File: config.mk
export PLATFORM = sky130hd
export DESIGN_NAME = dc_pixel_serializer
export DESIGN_NICKNAME = d
export VERILOG_FILES = /design/src/rtl/dcps_pkg.sv /design/src/rtl/dcps_mode_decode.sv /design/src/rtl/dcps_lane_select.sv /design/src/rtl/dcps_field_expand.sv /design/src/rtl/dc_pixel_serializer.sv
export SDC_FILE = /design/constraint.sdc
export NUM_CORES = 1
export LEC_CHECK = 0
export BUFFER_PORTS_ARGS = -buffer_cell sky130_fd_sc_hd__clkbuf_2
export CAP_MARGIN = 20
export CORE_MARGIN = 8
export CORE_UTILIZATION = 57
export DETAILED_ROUTE_END_ITERATION = 7
export GPL_TIMING_DRIVEN = 0
export PLACE_DENSITY = 0.86
export REMOVE_ABC_BUFFERS = 1
export SYNTH_ARGS = -nofsm -noshare
export SYNTH_HDL_FRONTEND = slang
export SYNTH_HIERARCHICAL = 1
export SYNTH_SLANG_ARGS = --single-unit
export TNS_END_PERCENT = 30
File: constraint.sdc
create_clock -name clk -period 7.2 [get_ports clk]
set_clock_uncertainty 0.2 [all_clocks]
set_input_delay 0.36 -clock clk [delete_from_list [all_inputs] [get_ports clk]]
set_output_delay 0.36 -clock clk [all_outputs]
set_load 0.05 [all_outputs]
File: src/rtl/dcps_pkg.sv
package dcps_pkg;

  typedef enum logic [1:0] {
    FMT_565  = 2'd0,
    FMT_1555 = 2'd1,
    FMT_664  = 2'd2,
    FMT_4444 = 2'd3
  } pix_fmt_e;

  localparam logic [7:0] FCODE_565  = 8'h05;
  localparam logic [7:0] FCODE_1555 = 8'h04;
  localparam logic [7:0] FCODE_664  = 8'h03;
  localparam logic [7:0] FCODE_4444 = 8'h01;

  localparam logic [7:0] MCODE_X1 = 8'h52;
  localparam logic [7:0] MCODE_X2 = 8'h53;
  localparam logic [7:0] MCODE_X4 = 8'h54;

  typedef struct packed {
    logic [7:0] r;
    logic [7:0] g;
    logic [7:0] b;
    logic [3:0] ovl;
  } pix_out_t;

endpackage

File: src/rtl/dcps_mode_decode.sv
module dcps_mode_decode
  import dcps_pkg::*;
#(
  parameter int MAX_LANES = 4,
  parameter int IDX_W     = 2
) (
  input  logic [7:0]       fmt_code,
  input  logic [7:0]       mux_code,
  output pix_fmt_e         fmt,
  output logic [IDX_W-1:0] lanes_m1,
  output logic             cfg_err
);

  logic       fmt_ok;
  logic       mux_ok;
  logic [3:0] lane_cnt;

  always_comb begin
    fmt_ok = 1'b1;
    case (fmt_code)
      FCODE_565:  fmt = FMT_565;
      FCODE_1555: fmt = FMT_1555;
      FCODE_664:  fmt = FMT_664;
      FCODE_4444: fmt = FMT_4444;
      default: begin
        fmt    = FMT_565;
        fmt_ok = 1'b0;
      end
    endcase
  end

  always_comb begin
    mux_ok = 1'b1;
    case (mux_code)
      MCODE_X1: lane_cnt = 4'd1;
      MCODE_X2: lane_cnt = 4'd2;
      MCODE_X4: lane_cnt = 4'd4;
      default: begin
        lane_cnt = 4'd1;
        mux_ok   = 1'b0;
      end
    endcase
    if (int'(lane_cnt) > MAX_LANES) mux_ok = 1'b0;
  end

  assign lanes_m1 = mux_ok ? IDX_W'(lane_cnt - 4'd1) : '0;
  assign cfg_err  = !(fmt_ok && mux_ok);

endmodule

File: src/rtl/dcps_lane_select.sv
module dcps_lane_select #(
  parameter int BUS_W     = 64,
  parameter int PIX_W     = 16,
  parameter int MAX_LANES = BUS_W / PIX_W,
  parameter int IDX_W     = 2
) (
  input  logic [BUS_W-1:0] data,
  input  logic [IDX_W-1:0] idx,
  input  logic [IDX_W-1:0] lanes_m1,
  input  logic             big_endian,
  output logic [PIX_W-1:0] word
);

  logic [PIX_W-1:0] lane_w [MAX_LANES];
  logic [IDX_W-1:0] sel;

  for (genvar i = 0; i < MAX_LANES; i++) begin : g_lane
    assign lane_w[i] = data[i*PIX_W +: PIX_W];
  end

  assign sel  = big_endian ? IDX_W'(lanes_m1 - idx) : idx;
  assign word = lane_w[sel];

endmodule

File: src/rtl/dcps_field_expand.sv
module dcps_field_expand
  import dcps_pkg::*;
(
  input  pix_fmt_e    fmt,
  input  logic [15:0] word,
  output pix_out_t    px
);

  function automatic logic [7:0] wid6(input logic [5:0] v);
    return {v, v[5:4]};
  endfunction

  function automatic logic [7:0] wid5(input logic [4:0] v);
    return {v, v[4:2]};
  endfunction

  function automatic logic [7:0] wid4(input logic [3:0] v);
    return {v, v};
  endfunction

  always_comb begin
    px = '0;
    case (fmt)
      FMT_565: begin
        px.r = wid5(word[15:11]);
        px.g = wid6(word[10:5]);
        px.b = wid5(word[4:0]);
      end
      FMT_1555: begin
        px.ovl = {3'b000, word[15]};
        px.r   = wid5(word[14:10]);
        px.g   = wid5(word[9:5]);
        px.b   = wid5(word[4:0]);
      end
      FMT_664: begin
        px.r = wid6(word[15:10]);
        px.g = wid6(word[9:4]);
        px.b = wid4(word[3:0]);
      end
      default: begin
        px.r   = wid4(word[15:12]);
        px.g   = wid4(word[11:8]);
        px.b   = wid4(word[7:4]);
        px.ovl = word[3:0];
      end
    endcase
  end

endmodule

File: src/rtl/dc_pixel_serializer.sv
module dc_pixel_serializer
  import dcps_pkg::*;
#(
  parameter int BUS_W = 64,
  parameter int PIX_W = 16
) (
  input  logic             clk,
  input  logic             rst_n,
  input  logic [7:0]       fmt_code,
  input  logic [7:0]       mux_code,
  input  logic             big_endian,
  input  logic             load_valid,
  input  logic [BUS_W-1:0] load_data,
  output logic             load_ready,
  output logic             pix_valid,
  output logic [7:0]       red,
  output logic [7:0]       green,
  output logic [7:0]       blue,
  output logic [3:0]       overlay,
  output logic             cfg_err
);

  localparam int MAX_LANES = BUS_W / PIX_W;
  localparam int IDX_W     = (MAX_LANES > 1) ? $clog2(MAX_LANES) : 1;

  // reset synchroniser: asserts at once, releases on the clock
  logic [1:0] rst_sync_q;
  logic       rst_i_n;

  always_ff @(posedge clk or negedge rst_n) begin
    if (!rst_n) rst_sync_q <= 2'b00;
    else        rst_sync_q <= {rst_sync_q[0], 1'b1};
  end
  assign rst_i_n = rst_sync_q[1];

  pix_fmt_e         fmt;
  logic [IDX_W-1:0] lanes_m1;
  logic             err;

  dcps_mode_decode #(.MAX_LANES(MAX_LANES), .IDX_W(IDX_W)) u_dec (
    .fmt_code (fmt_code),
    .mux_code (mux_code),
    .fmt      (fmt),
    .lanes_m1 (lanes_m1),
    .cfg_err  (err)
  );

  // sequencing state
  logic             busy_q, busy_d;
  logic [IDX_W-1:0] idx_q, idx_d;
  logic [BUS_W-1:0] data_q;
  logic             last, take;

  assign last       = busy_q && (idx_q == lanes_m1);
  assign load_ready = rst_i_n && !err && (!busy_q || last);
  assign take       = load_valid && load_ready;

  always_comb begin
    busy_d = busy_q;
    idx_d  = idx_q;
    if (err) begin
      busy_d = 1'b0;
      idx_d  = '0;
    end else if (take) begin
      busy_d = 1'b1;
      idx_d  = '0;
    end else if (last) begin
      busy_d = 1'b0;
      idx_d  = '0;
    end else if (busy_q) begin
      idx_d  = idx_q + 1'b1;
    end
  end

  always_ff @(posedge clk or negedge rst_i_n) begin
    if (!rst_i_n) begin
      busy_q <= 1'b0;
      idx_q  <= '0;
    end else begin
      busy_q <= busy_d;
      idx_q  <= idx_d;
    end
  end

  always_ff @(posedge clk or negedge rst_i_n) begin
    if (!rst_i_n)  data_q <= '0;
    else if (take) data_q <= load_data;
  end

  logic [PIX_W-1:0] word;
  pix_out_t         px;

  dcps_lane_select #(
    .BUS_W(BUS_W), .PIX_W(PIX_W), .MAX_LANES(MAX_LANES), .IDX_W(IDX_W)
  ) u_sel (
    .data       (data_q),
    .idx        (idx_q),
    .lanes_m1   (lanes_m1),
    .big_endian (big_endian),
    .word       (word)
  );

  dcps_field_expand u_exp (
    .fmt  (fmt),
    .word (word[15:0]),
    .px   (px)
  );

  assign pix_valid = busy_q && !err;
  assign red       = pix_valid ? px.r   : '0;
  assign green     = pix_valid ? px.g   : '0;
  assign blue      = pix_valid ? px.b   : '0;
  assign overlay   = pix_valid ? px.ovl : '0;
  assign cfg_err   = err;

endmodule

==> results of run 1 <==
area by class of cell:
class                   instances  area, um^2  area share
repair buffers                123       755.7      0.1490
flip-flops and latches         69        1730      0.3411
inverters                       4       15.01    0.002960
clock inverters                 6       46.29    0.009127
multi-input cells             211        2263      0.4462
clock buffers                  10       137.6     0.02713
well taps                      99       123.9     0.02442
metrics by stage:
stage               cell area, um^2  total power, mW    util  instances  setup TNS (ps)
CTS                            5072           0.7374  0.7069        522               0
global placement               4683           0.4397  0.6527        497          -42460
global route                   5072           0.7571  0.7069        522               0
detailed placement             4878           0.4443  0.6799        505               0
floorplan                      3989           0.4133       -        284               0
finish                         5072           0.7271  0.7069        522               0
worst paths after layout:
kind | startpoint | end | slack, ps
max | mux_code[5] | green[2] | 2810
min | load_data[7] | data_q[7]$_DFFE_PN0P_ | 40
max reg2reg | rst_sync_q[1]$_DFF_PN0_ | data_q[52]$_DFFE_PN0P_ | 3910
min reg2reg | rst_sync_q[0]$_DFF_PN0_ | rst_sync_q[1]$_DFF_PN0_ | 160
max in group asynchronous | rst_sync_q[1]$_DFF_PN0_ | data_q[53]$_DFFE_PN0P_ | 5940
min in group asynchronous | rst_n | rst_sync_q[1]$_DFF_PN0_ | 120
registers in the layout, indices dropped and copies added, names as in the netlist:
signal	flops
rst_sync_q	2
busy_q	1
data_q	64
idx_q	2
layout by cell type (no fill, tap or decap), types with 2 or more instances in the layout:
| cell | n |
|---|---|
| inv_6 | 2 |
| buf_6 | 2 |
| buf_16 | 5 |
| clkinvlp_4 | 2 |
| mux2_4 | 49 |
| o21ai_1 | 5 |
| mux4_1 | 6 |
| nor2_1 | 12 |
| mux2i_1 | 26 |
| nand2_1 | 10 |
| clkbuf_8 | 10 |
| mux4_2 | 11 |
| dfrtp_1 | 68 |
| and3_1 | 4 |
| xnor2_1 | 3 |
| nand2b_1 | 3 |
| ha_1 | 2 |
| nand4b_1 | 2 |
| inv_1 | 4 |
| clkbuf_2 | 114 |
| and2_1 | 28 |
| mux2_2 | 20 |
| a21oi_1 | 10 |
| nor3_2 | 2 |
| a31oi_1 | 3 |
layer usage:
| layer | wire length, um | vias up |
|---|---|---|
| met2 | 4758 | 104 |
| met5 | 0 | - |
| met4 | 174 | 0 |
| met3 | 695 | 17 |
| li1 | - | 1320 |
| met1 | 4102 | 1396 |
cell families (layout without fill, tap and decap cells):
logic type / after synthesis / count (layout) / synth area share
fa+ha+maj: 2 / 2 / 0.006007
buf+inv: 23 / 143 / 0.04596
simple gates: 70 / 70 / 0.09853
xor+xnor: 5 / 5 / 0.01502
other cells: 1 / 1 / 0.0009003
compound gates: 21 / 21 / 0.02854
mux: 112 / 112 / 0.3905
flops: 69 / 69 / 0.4145
power by group through the flow:
| stage | sequential, mW | combinational [mW] | clock, mW |
|---|---|---|---|
| floorplan | 0.402 | 0.0114 | 0 |
| global placement | 0.404 | 0.0360 | 0 |
| detailed placement | 0.404 | 0.0401 | 0 |
| CTS | 0.397 | 0.0406 | 0.300 |
| global route | 0.398 | 0.0436 | 0.316 |
| finish | 0.396 | 0.0402 | 0.291 |
==> metrics.txt, run 1 <==
status=finished, final reports clean; first-pass GRT wire length=approximately 16 mm; Area growth syn-to-layout=21.78%; CTS buffer count=9; critical path startpoint category=primary input; Pleak=2.471 nW; WL final=9.730 mm; routed vias=about 2800; Critical Path End Type=primary output; die span in y=101.5 um; CTS Root Cell=clkbuf_8; Worst Max-Slew Pin Slew=911.0 ps; number of enable flip-flop cells after synthesis=0; power share of the combinational group=0.055; Core Area=between 7000 and 8000 um^2; Final Hold Violating Endpoints=0; DRT antenna net count=0; Pre-antenna DRT Iters=4; DIE WIDTH=between 100 and 150 um; met2 Use GR=0.3269; starting DRC count in detailed routing=between 70 and 80; Synth Register Bits=69; f_max=227.8 MHz; Cell Pwr Density=143.3 nW/um^2; setup ws final=about 2800 ps; most common cell in the synthesized netlist=dfrtp_1; initial antenna violation count=0; worst vdd ir=roughly 0.16 mV; worst hold path depth=2; post-DR wirelength/cell=about 19 um; clock-pin slew on the worst setup and hold paths=~80 ps; Reg2Reg Depth=6; layout cells sized above 1=0.5437; CTS H-tree depth=3; minimum clock period=roughly 4400 ps; max-slew violations=0; RSZ-0062 raised after global routing=false; Top Ports=115; fin crit share=0.6097; Slowest-stage cell, CP=xor2_4; Avg Cell Area, Syn=13.75 um^2; sequential power share=0.545; CP Cell Sequence=clkbuf_2 -> nor2_1 -> and4b_1 -> nand4b_1 -> ha_1 -> inv_1 -> inv_1 -> ha_1 -> xor2_1 -> nand2_2 -> xor2_4 -> mux4_2 -> mux4_2 -> and2_1 -> clkbuf_2; GRT Total Usage=0.1974; stages on the worst setup path=15; post-CTS resize count=0; YS warnings=6; Area contributors post-synth=dfrtp_1 (41%), mux2_4 (18%), mux2i_1 (6.2%); DP HPWL=around 7.5 mm; # setup viols final=0; CTS sink count=69; gpl congestion=roughly 0.82; Switching Fraction=0.2436; pin count of the biggest net entering global routing=72; num rows=31; Initial Util=0.5805; global route hottest layer=met2; insertion delay to the later sink of the worst-skew pair=about 340 ps; worst setup path class=in -> out; Max Cap Violations=0; area leader, netlist=dfrtp_1; Clk pwr share=0.400; CP top delay family=multiplexers; CTS tree=done; Cell variety after synth=37; register area share after synthesis=0.4145; P_int=0.5499 mW; vias in the first global route=3154; Data arrival, critical path=~3800 ps; setup bufs post-CTS=0; gr ovfl total=0; FFs w/ async S/R, synth=1.000; port buffer count=114; Cells after Synth=just over 300; Hold Path Class=in -> reg; Bufs and invs on worst path=4; full die area=roughly 10000 um^2; Remaining DRCs=0; crit path max fanout=16; slowest stage delay, CP=560 ps; worst slack at placement=2805 ps; Mapped Area=~4200 um^2; met1 usage=0.2395; Post-CTS Hold Buffers=1; Fillers=roughly 530; top post-synthesis cells by count=dfrtp_1 (69), mux2_4 (49), and2_1 (28); DR vias/cell=between 5 and 6; Switch Pwr=~0.18 mW; Antenna diodes=0; Synth top area share=0.4145; Top FF cell, synth=dfrtp_1; nets@finish=around 500; CP required=6640 ps; clock buffer depth=2; worst hold slack=about 44 ps; met3 global-route usage=0.05430; Rel. slew slack=0.3893
No activity file was read; power rests on OpenSTA's default activity.
==> inputs of run 2 (changes only) <==
--- a/config.mk
+++ b/config.mk
@@ -8,10 +8,10 @@
 export BUFFER_PORTS_ARGS = -buffer_cell sky130_fd_sc_hd__clkbuf_2
 export CAP_MARGIN = 20
 export CORE_MARGIN = 8
-export CORE_UTILIZATION = 57
+export CORE_UTILIZATION = 53
 export DETAILED_ROUTE_END_ITERATION = 7
 export GPL_TIMING_DRIVEN = 0
-export PLACE_DENSITY = 0.86
+export PLACE_DENSITY = 0.81
 export REMOVE_ABC_BUFFERS = 1
 export SYNTH_ARGS = -nofsm -noshare
 export SYNTH_HDL_FRONTEND = slang
==> constraint.sdc (replaced) <==
create_clock -name clk -period 4.5 [get_ports clk]
set_clock_uncertainty 0.2 [all_clocks]
set_input_delay 0.225 -clock clk [delete_from_list [all_inputs] [get_ports clk]]
set_output_delay 0.225 -clock clk [all_outputs]
set_load 0.05 [all_outputs]
==> run 2 against run 1 <==
  * Clock-buffer cell count is 1 higher
  * Non-clock buffer count is 66 higher
  * Critical path depth unchanged
  * First-iteration DRC count up 13%
  * Cell area increased by 15%
  * Setup slack worse by 2400 ps
  * Combinational power grew to 2.8 times the previous value
==> metrics.txt, run 2 (same netlist as run 1, synthesis figures left out) <==
Placed Instance Area=4868 um^2 (was 4878 um^2); minimum clock period=between 4000 and 5000 ps; DR vias/cell=5.161 (was 5.435); CTS H-tree depth=3 (unchanged); gpl congestion=0.7523 (was 0.8205); Hold Path Class=reg -> reg (was in -> reg); num rows=32 (was 31); Data arrival, critical path=3660 ps (was 3830 ps); Reg2Reg Depth=5 (was 6); end of the critical path=green[2] (unchanged); Core Area=7687 um^2 (was 7176 um^2); RSZ-0062 raised after global routing=false (unchanged); worst hold start=rst_sync_q[0]$_DFF_PN0_ (was load_data[7]); die span in y=104.7 um (was 101.5 um); CTS buffer count=9 (unchanged); Pre-antenna DRT Iters=4 (unchanged); commonest non-fill, non-tap cell in the layout=clkbuf_2 (unchanged); max reg flops=64 (unchanged); worst vdd ir=0.2314 mV (was 0.1603 mV); clock-pin slew on the worst setup and hold paths=80 ps (about the same); initial antenna violation count=0 (unchanged); CTS sink count=69 (unchanged); Pleak=2.792 nW (was 2.471 nW); post-DR wirelength/cell=18.63 um (was 18.64 um); Initial Util=0.5418 (was 0.5805); f_max=244.9 MHz; fin crit share=0.9075; R2R Path Start=rst_sync_q[1]$_DFF_PN0_ (unchanged); Remaining DRCs=0 (unchanged); RR Endpoint=data_q[49]$_DFFE_PN0P_ (was data_q[52]$_DFFE_PN0P_); setup ws final=416.4 ps (was 2810 ps); WL final=11.01 mm (was 9.730 mm); clock buffer depth=2 (unchanged); CTS Root Cell=clkbuf_8 (unchanged); worst slack at placement=431.3 ps (was 2805 ps); design area=5819 um^2 (was 5072 um^2); Worst Setup SP=mux_code[5] (unchanged); max-slew violations=0 (unchanged); Post-CTS Hold Buffers=67 (was 1); DRT antenna net count=0 (unchanged); pin count of the biggest net entering global routing=72 (unchanged); Cell Pwr Density=248.3 nW/um^2 (was 143.3 nW/um^2); starting DRC count in detailed routing=89 (was 79); commonest non-fill, non-tap cells in the layout=clkbuf_2 (114), dfrtp_1 (68), dlygate4sd3_1 (67) (was clkbuf_2 (114), dfrtp_1 (68), mux2_4 (49)); CP required=4070 ps (was 6640 ps); gr ovfl total=0 (unchanged); Worst Max-Slew Pin Slew=924.4 ps (was 911.0 ps); layout cells sized above 1=0.4683 (was 0.5437); GRT Total Usage=0.2024 (was 0.1974); nets@finish=570 (was 504); post-CTS resize count=0 (unchanged); port buffer count=114 (unchanged); vias in the first global route=3531 (was 3154); Fillers=507 (was 531); DP HPWL=6.968 mm (was 7.529 mm); Critical Path End Type=primary output (unchanged); # setup viols final=0 (unchanged); DIE WIDTH=104.7 um (was 101.5 um); status=finished, final reports clean (unchanged); full die area=10950 um^2 (was 10300 um^2); Final Hold Violating Endpoints=0 (unchanged); biggest regs=data_q (64), idx_q (2), rst_sync_q (2) (unchanged); Antenna diodes=0 (unchanged); CTS tree=done (unchanged); critical path startpoint category=primary input (unchanged); crit path max fanout=16 (unchanged); setup bufs post-CTS=0 (unchanged); r2r setup slk=1690 ps (was 3910 ps); Max Cap Violations=0 (unchanged); Area growth syn-to-layout=39.71% (was 21.78%); routed vias=3050 (was 2837); first-pass GRT wire length=17.77 mm (was 15.73 mm); Top Ports=115 (unchanged); worst setup path class=in -> out (unchanged); Rel. slew slack=0.3824 (was 0.3893); insertion delay to the later sink of the worst-skew pair=350 ps (was 340 ps); Top reg by flops=data_q (unchanged); worst hold slack=184.3 ps (was 44.13 ps)
run 2: cell types whose count changed in the layout (fill, tap and decap cells not counted), sizes merged:
cell and change:
clkbuf +1, inv -1, bufinv +4, clkinvlp -2, dlygate4sd3 +66, clkinv -2
run 2: how the worst min path moves through the flow:
stage,depth (start not counted),endpoint
2_1_floorplan,0,rst_sync_q[0]$_DFF_PN0_
3_3_place_gp,1,rst_sync_q[0]$_DFF_PN0_
3_5_place_dp,1,rst_sync_q[0]$_DFF_PN0_
4_1_cts,0,rst_sync_q[1]$_DFF_PN0_
5_1_grt,0,rst_sync_q[1]$_DFF_PN0_
6_report,0,rst_sync_q[1]$_DFF_PN0_
run 2: worst max-delay path, cell delays in order:
cell and delay (ps):
clkbuf_2 80, nor2_1 90, and4b_1 250, and3_1 170, ha_1 220, inv_1 120
inv_1 60, ha_1 200, xor2_1 160, nand2_2 110, xor2_4 580, mux4_2 520
mux4_2 480, and2_1 170, clkbuf_2 240
run 2: routing by layer:
| metal | GRT usage | vias to the layer above | routed length (um) |
|---|---|---|---|
| li1 | - | 1451 | - |
| met1 | 0.2283 | 1469 | 4621 |
| met2 | 0.3452 | 110 | 5334 |
| met3 | 0.07801 | 20 | 869 |
| met4 | 0.06626 | 0 | 185 |
| met5 | 0 | - | 0 |
run 2: stage by stage:
stage	utilization	setup TNS, ps	cells	power [mW]
detailed placement	0.6333	0	508	0.7104
global placement	0.6097	-237270	500	0.7038
floorplan	-	-125590	284	0.6612
finish	0.7570	0	591	1.445
CTS	0.7570	0	591	1.455
global route	0.7570	0	591	1.495
run 2: report_power, final:
| part | internal (mW) | switching, mW |
|---|---|---|
| logic | 0.0768 | 0.0361 |
| registers | 0.622 | 0.0122 |
| clock network | 0.457 | 0.241 |
| total | 1.16 | 0.290 |
run 2: layout make-up:
| class | count | area (um^2) | share of cell area |
|---|---|---|---|
| Sequential cell | 69 | 1730 | 0.2974 |
| Inverter | 4 | 15.01 | 0.002580 |
| Clock inverter | 5 | 128.9 | 0.02215 |
| Multi-Input combinational cell | 211 | 2266 | 0.3894 |
| Tap cell | 102 | 127.6 | 0.02193 |
| Timing Repair Buffer | 189 | 1400 | 0.2406 |
| Clock buffer | 11 | 151.4 | 0.02602 |
==> inputs of run 3 (changes only) <==
--- a/config.mk
+++ b/config.mk
@@ -12,7 +12,6 @@
 export DETAILED_ROUTE_END_ITERATION = 7
 export GPL_TIMING_DRIVEN = 0
 export PLACE_DENSITY = 0.81
-export REMOVE_ABC_BUFFERS = 1
 export SYNTH_ARGS = -nofsm -noshare
 export SYNTH_HDL_FRONTEND = slang
 export SYNTH_HIERARCHICAL = 1
==> run 3 against run 2 <==
  * Wire length grew 4.9%
  * Global-route usage rose by 1.2 points
  * Sequential cell count unchanged
  * Utilization shrank 0.72 points
  * Critical endpoint unchanged
  * Total power decreased by 9.1%
  * Highest routed layer unchanged
==> metrics.txt, run 3 (same netlist as run 1, synthesis figures left out) <==
status=finished, final reports clean (unchanged); max reg flops=64 (unchanged); syn nets=~390; pin count of the biggest net entering global routing=72 (unchanged); r2r setup slk=2060 ps (was 1690 ps); clock-pin slew on the worst setup and hold paths=80 ps (about the same); minimum clock period=3975 ps (was 4084 ps); CTS H-tree depth=3 (unchanged); WL final=11.55 mm (was 11.01 mm); Setup Total Neg Slack=0 ps (unchanged); nets@finish=581 (was 570); CTS Root Cell=clkbuf_8 (unchanged); DP HPWL=7.698 mm (was 6.968 mm); sequential power share=0.483 (was 0.439); met2 Use GR=0.3607 (was 0.3452); RR Endpoint=data_q[57]$_DFFE_PN0P_ (was data_q[49]$_DFFE_PN0P_); commonest non-fill, non-tap cell in the layout=clkbuf_2 (unchanged); crit path max fanout=10 (was 16); Final Hold Violating Endpoints=0 (unchanged); Reg2Reg Depth=5 (unchanged); global route hottest layer=met2 (unchanged); R2R Path Start=rst_sync_q[1]$_DFF_PN0_ (unchanged); CTS sink count=69 (unchanged); critical path startpoint category=primary input (unchanged); commonest non-fill, non-tap cells in the layout=clkbuf_2 (114), dfrtp_1 (68), dlygate4sd3_1 (67) (unchanged); P_int=1.024 mW (was 1.155 mW); f_max=251.6 MHz (was 244.9 MHz); Core Area=7687 um^2 (unchanged); Critical Path End Type=primary output (unchanged); CTS buffer count=9 (unchanged); routed vias=3192 (was 3050); DIE WIDTH=104.7 um (unchanged); Pre-antenna DRT Iters=4 (unchanged); DRT antenna net count=0 (unchanged); initial antenna violation count=1 (was 0); starting DRC count in detailed routing=139 (was 89); Fillers=505 (was 507); CTS tree=done (unchanged); Switch Pwr=0.2889 mW (was 0.2898 mW); worst setup path class=in -> out (unchanged); setup bufs post-CTS=0 (unchanged); final core occ=0.7498 (was 0.7570); RSZ-0062 raised after global routing=false (unchanged); Switching Fraction=0.2201 (was 0.2006); Rel. slew slack=0.4194 (was 0.3824); vias in the first global route=3515 (was 3531); port buffer count=114 (unchanged); Clk pwr share=0.432 (was 0.483); first-pass GRT wire length=18.71 mm (was 17.77 mm); clock buffer depth=2 (unchanged); Data arrival, critical path=3550 ps (was 3660 ps); Hold Path Class=reg -> reg (unchanged); Worst Max-Slew Pin Slew=870.9 ps (was 924.4 ps); biggest regs=data_q (64), idx_q (2), rst_sync_q (2) (unchanged); worst vdd ir=0.2930 mV (was 0.2314 mV); die span in y=104.7 um (unchanged); worst hold path depth=0 (unchanged); Initial Util=0.5418 (unchanged); num rows=32 (unchanged); Pleak=2.793 nW (was 2.792 nW); insertion delay to the later sink of the worst-skew pair=350 ps (about the same); # setup viols final=0 (unchanged); Area growth syn-to-layout=38.39% (was 39.71%); fin crit share=0.8833 (was 0.9075); Top reg by flops=data_q (unchanged); gr ovfl total=0 (unchanged); power share of the combinational group=0.085 (was 0.078); GRT Total Usage=0.2144 (was 0.2024); Remaining DRCs=0 (unchanged); layout cells sized above 1=0.4700 (was 0.4683); end of the critical path=green[2] (unchanged); Cell Pwr Density=227.8 nW/um^2 (was 248.3 nW/um^2); Max Cap Violations=0 (unchanged); DR vias/cell=5.294 (was 5.161); post-DR wirelength/cell=19.16 um (was 18.63 um); Top Ports=115 (unchanged); CP required=4070 ps (about the same); Worst Setup SP=mux_code[5] (unchanged); max-slew violations=0 (unchanged); full die area=10950 um^2 (unchanged); met3 global-route usage=0.05958 (was 0.07801); gpl congestion=0.8177 (was 0.7523); met1 usage=0.2486 (was 0.2283)
-- run 3: area by class of cell --
class                   count  area (um^2)  area share
clock inverters             6        86.33     0.01498
well taps                 102        127.6     0.02214
repair buffers            181         1241      0.2153
diodes                      1        2.502   0.0004341
inverters                   4        15.01    0.002605
multi-input cells         211         2247      0.3898
clock buffers              10        137.6     0.02388
plain buffers              19        176.4     0.03061
flip-flops and latches     69         1730      0.3002
-- run 3: metrics by stage --
step / hold slack, ps / worst slack (ps) / cell area (um^2) / power [mW] / std cells
2_1_floorplan: -270.6 / 1008 / 4165 / 0.6637 / 303
3_3_place_gp: -189.7 / 635.4 / 4863 / 0.7071 / 519
3_5_place_dp: -181.6 / 547.1 / 4867 / 0.7092 / 519
4_1_cts: 175.4 / 549.1 / 5762 / 1.313 / 602
5_1_grt: 191.6 / 392.4 / 5764 / 1.361 / 603
6_report: 189.5 / 525.4 / 5764 / 1.313 / 603
-- run 3: repair_timing --
action / 4_1_cts / 5_1_grt
hold endpoints to repair: 67 / 0
hold buffers: 67 / 0
resized for setup: 0 / 0
endpoints found under the setup margin: 0 / 0
-- run 3: critical path, cell delays in order --
cell and delay, ps:
clkbuf_2 80, nor2_1 90, and4b_1 260, and3_1 170
ha_1 220, inv_1 120, inv_1 60, ha_1 270
nand2_1 60, o21ai_2 250, buf_12 230, mux4_2 610
mux4_2 490, and2_1 160, clkbuf_2 240
-- run 3: power groups by stage --
stage	Sequential, mW	Combinational (mW)	Clock [mW]
floorplan	0.643	0.0208	0
global placement	0.646	0.0612	0
detailed placement	0.647	0.0626	0
CTS	0.634	0.109	0.570
global route	0.636	0.119	0.606
finish	0.634	0.112	0.567
-- run 3: routing by layer --
layer | up-vias | share of wire
li1 | 1480 | -
met1 | 1561 | 0.40
met2 | 122 | 0.51
met3 | 29 | 0.061
met4 | 0 | 0.030
met5 | - | 0
-- run 3: worst min path at each step --
stage,from,endpoint
after floorplan,rst_n,rst_sync_q[0]$_DFF_PN0_
after global routing,rst_sync_q[0]$_DFF_PN0_,rst_sync_q[1]$_DFF_PN0_
final,rst_sync_q[0]$_DFF_PN0_,rst_sync_q[1]$_DFF_PN0_
after detailed placement,rst_n,rst_sync_q[0]$_DFF_PN0_
after global placement,rst_n,rst_sync_q[1]$_DFF_PN0_
after CTS,rst_sync_q[0]$_DFF_PN0_,rst_sync_q[1]$_DFF_PN0_
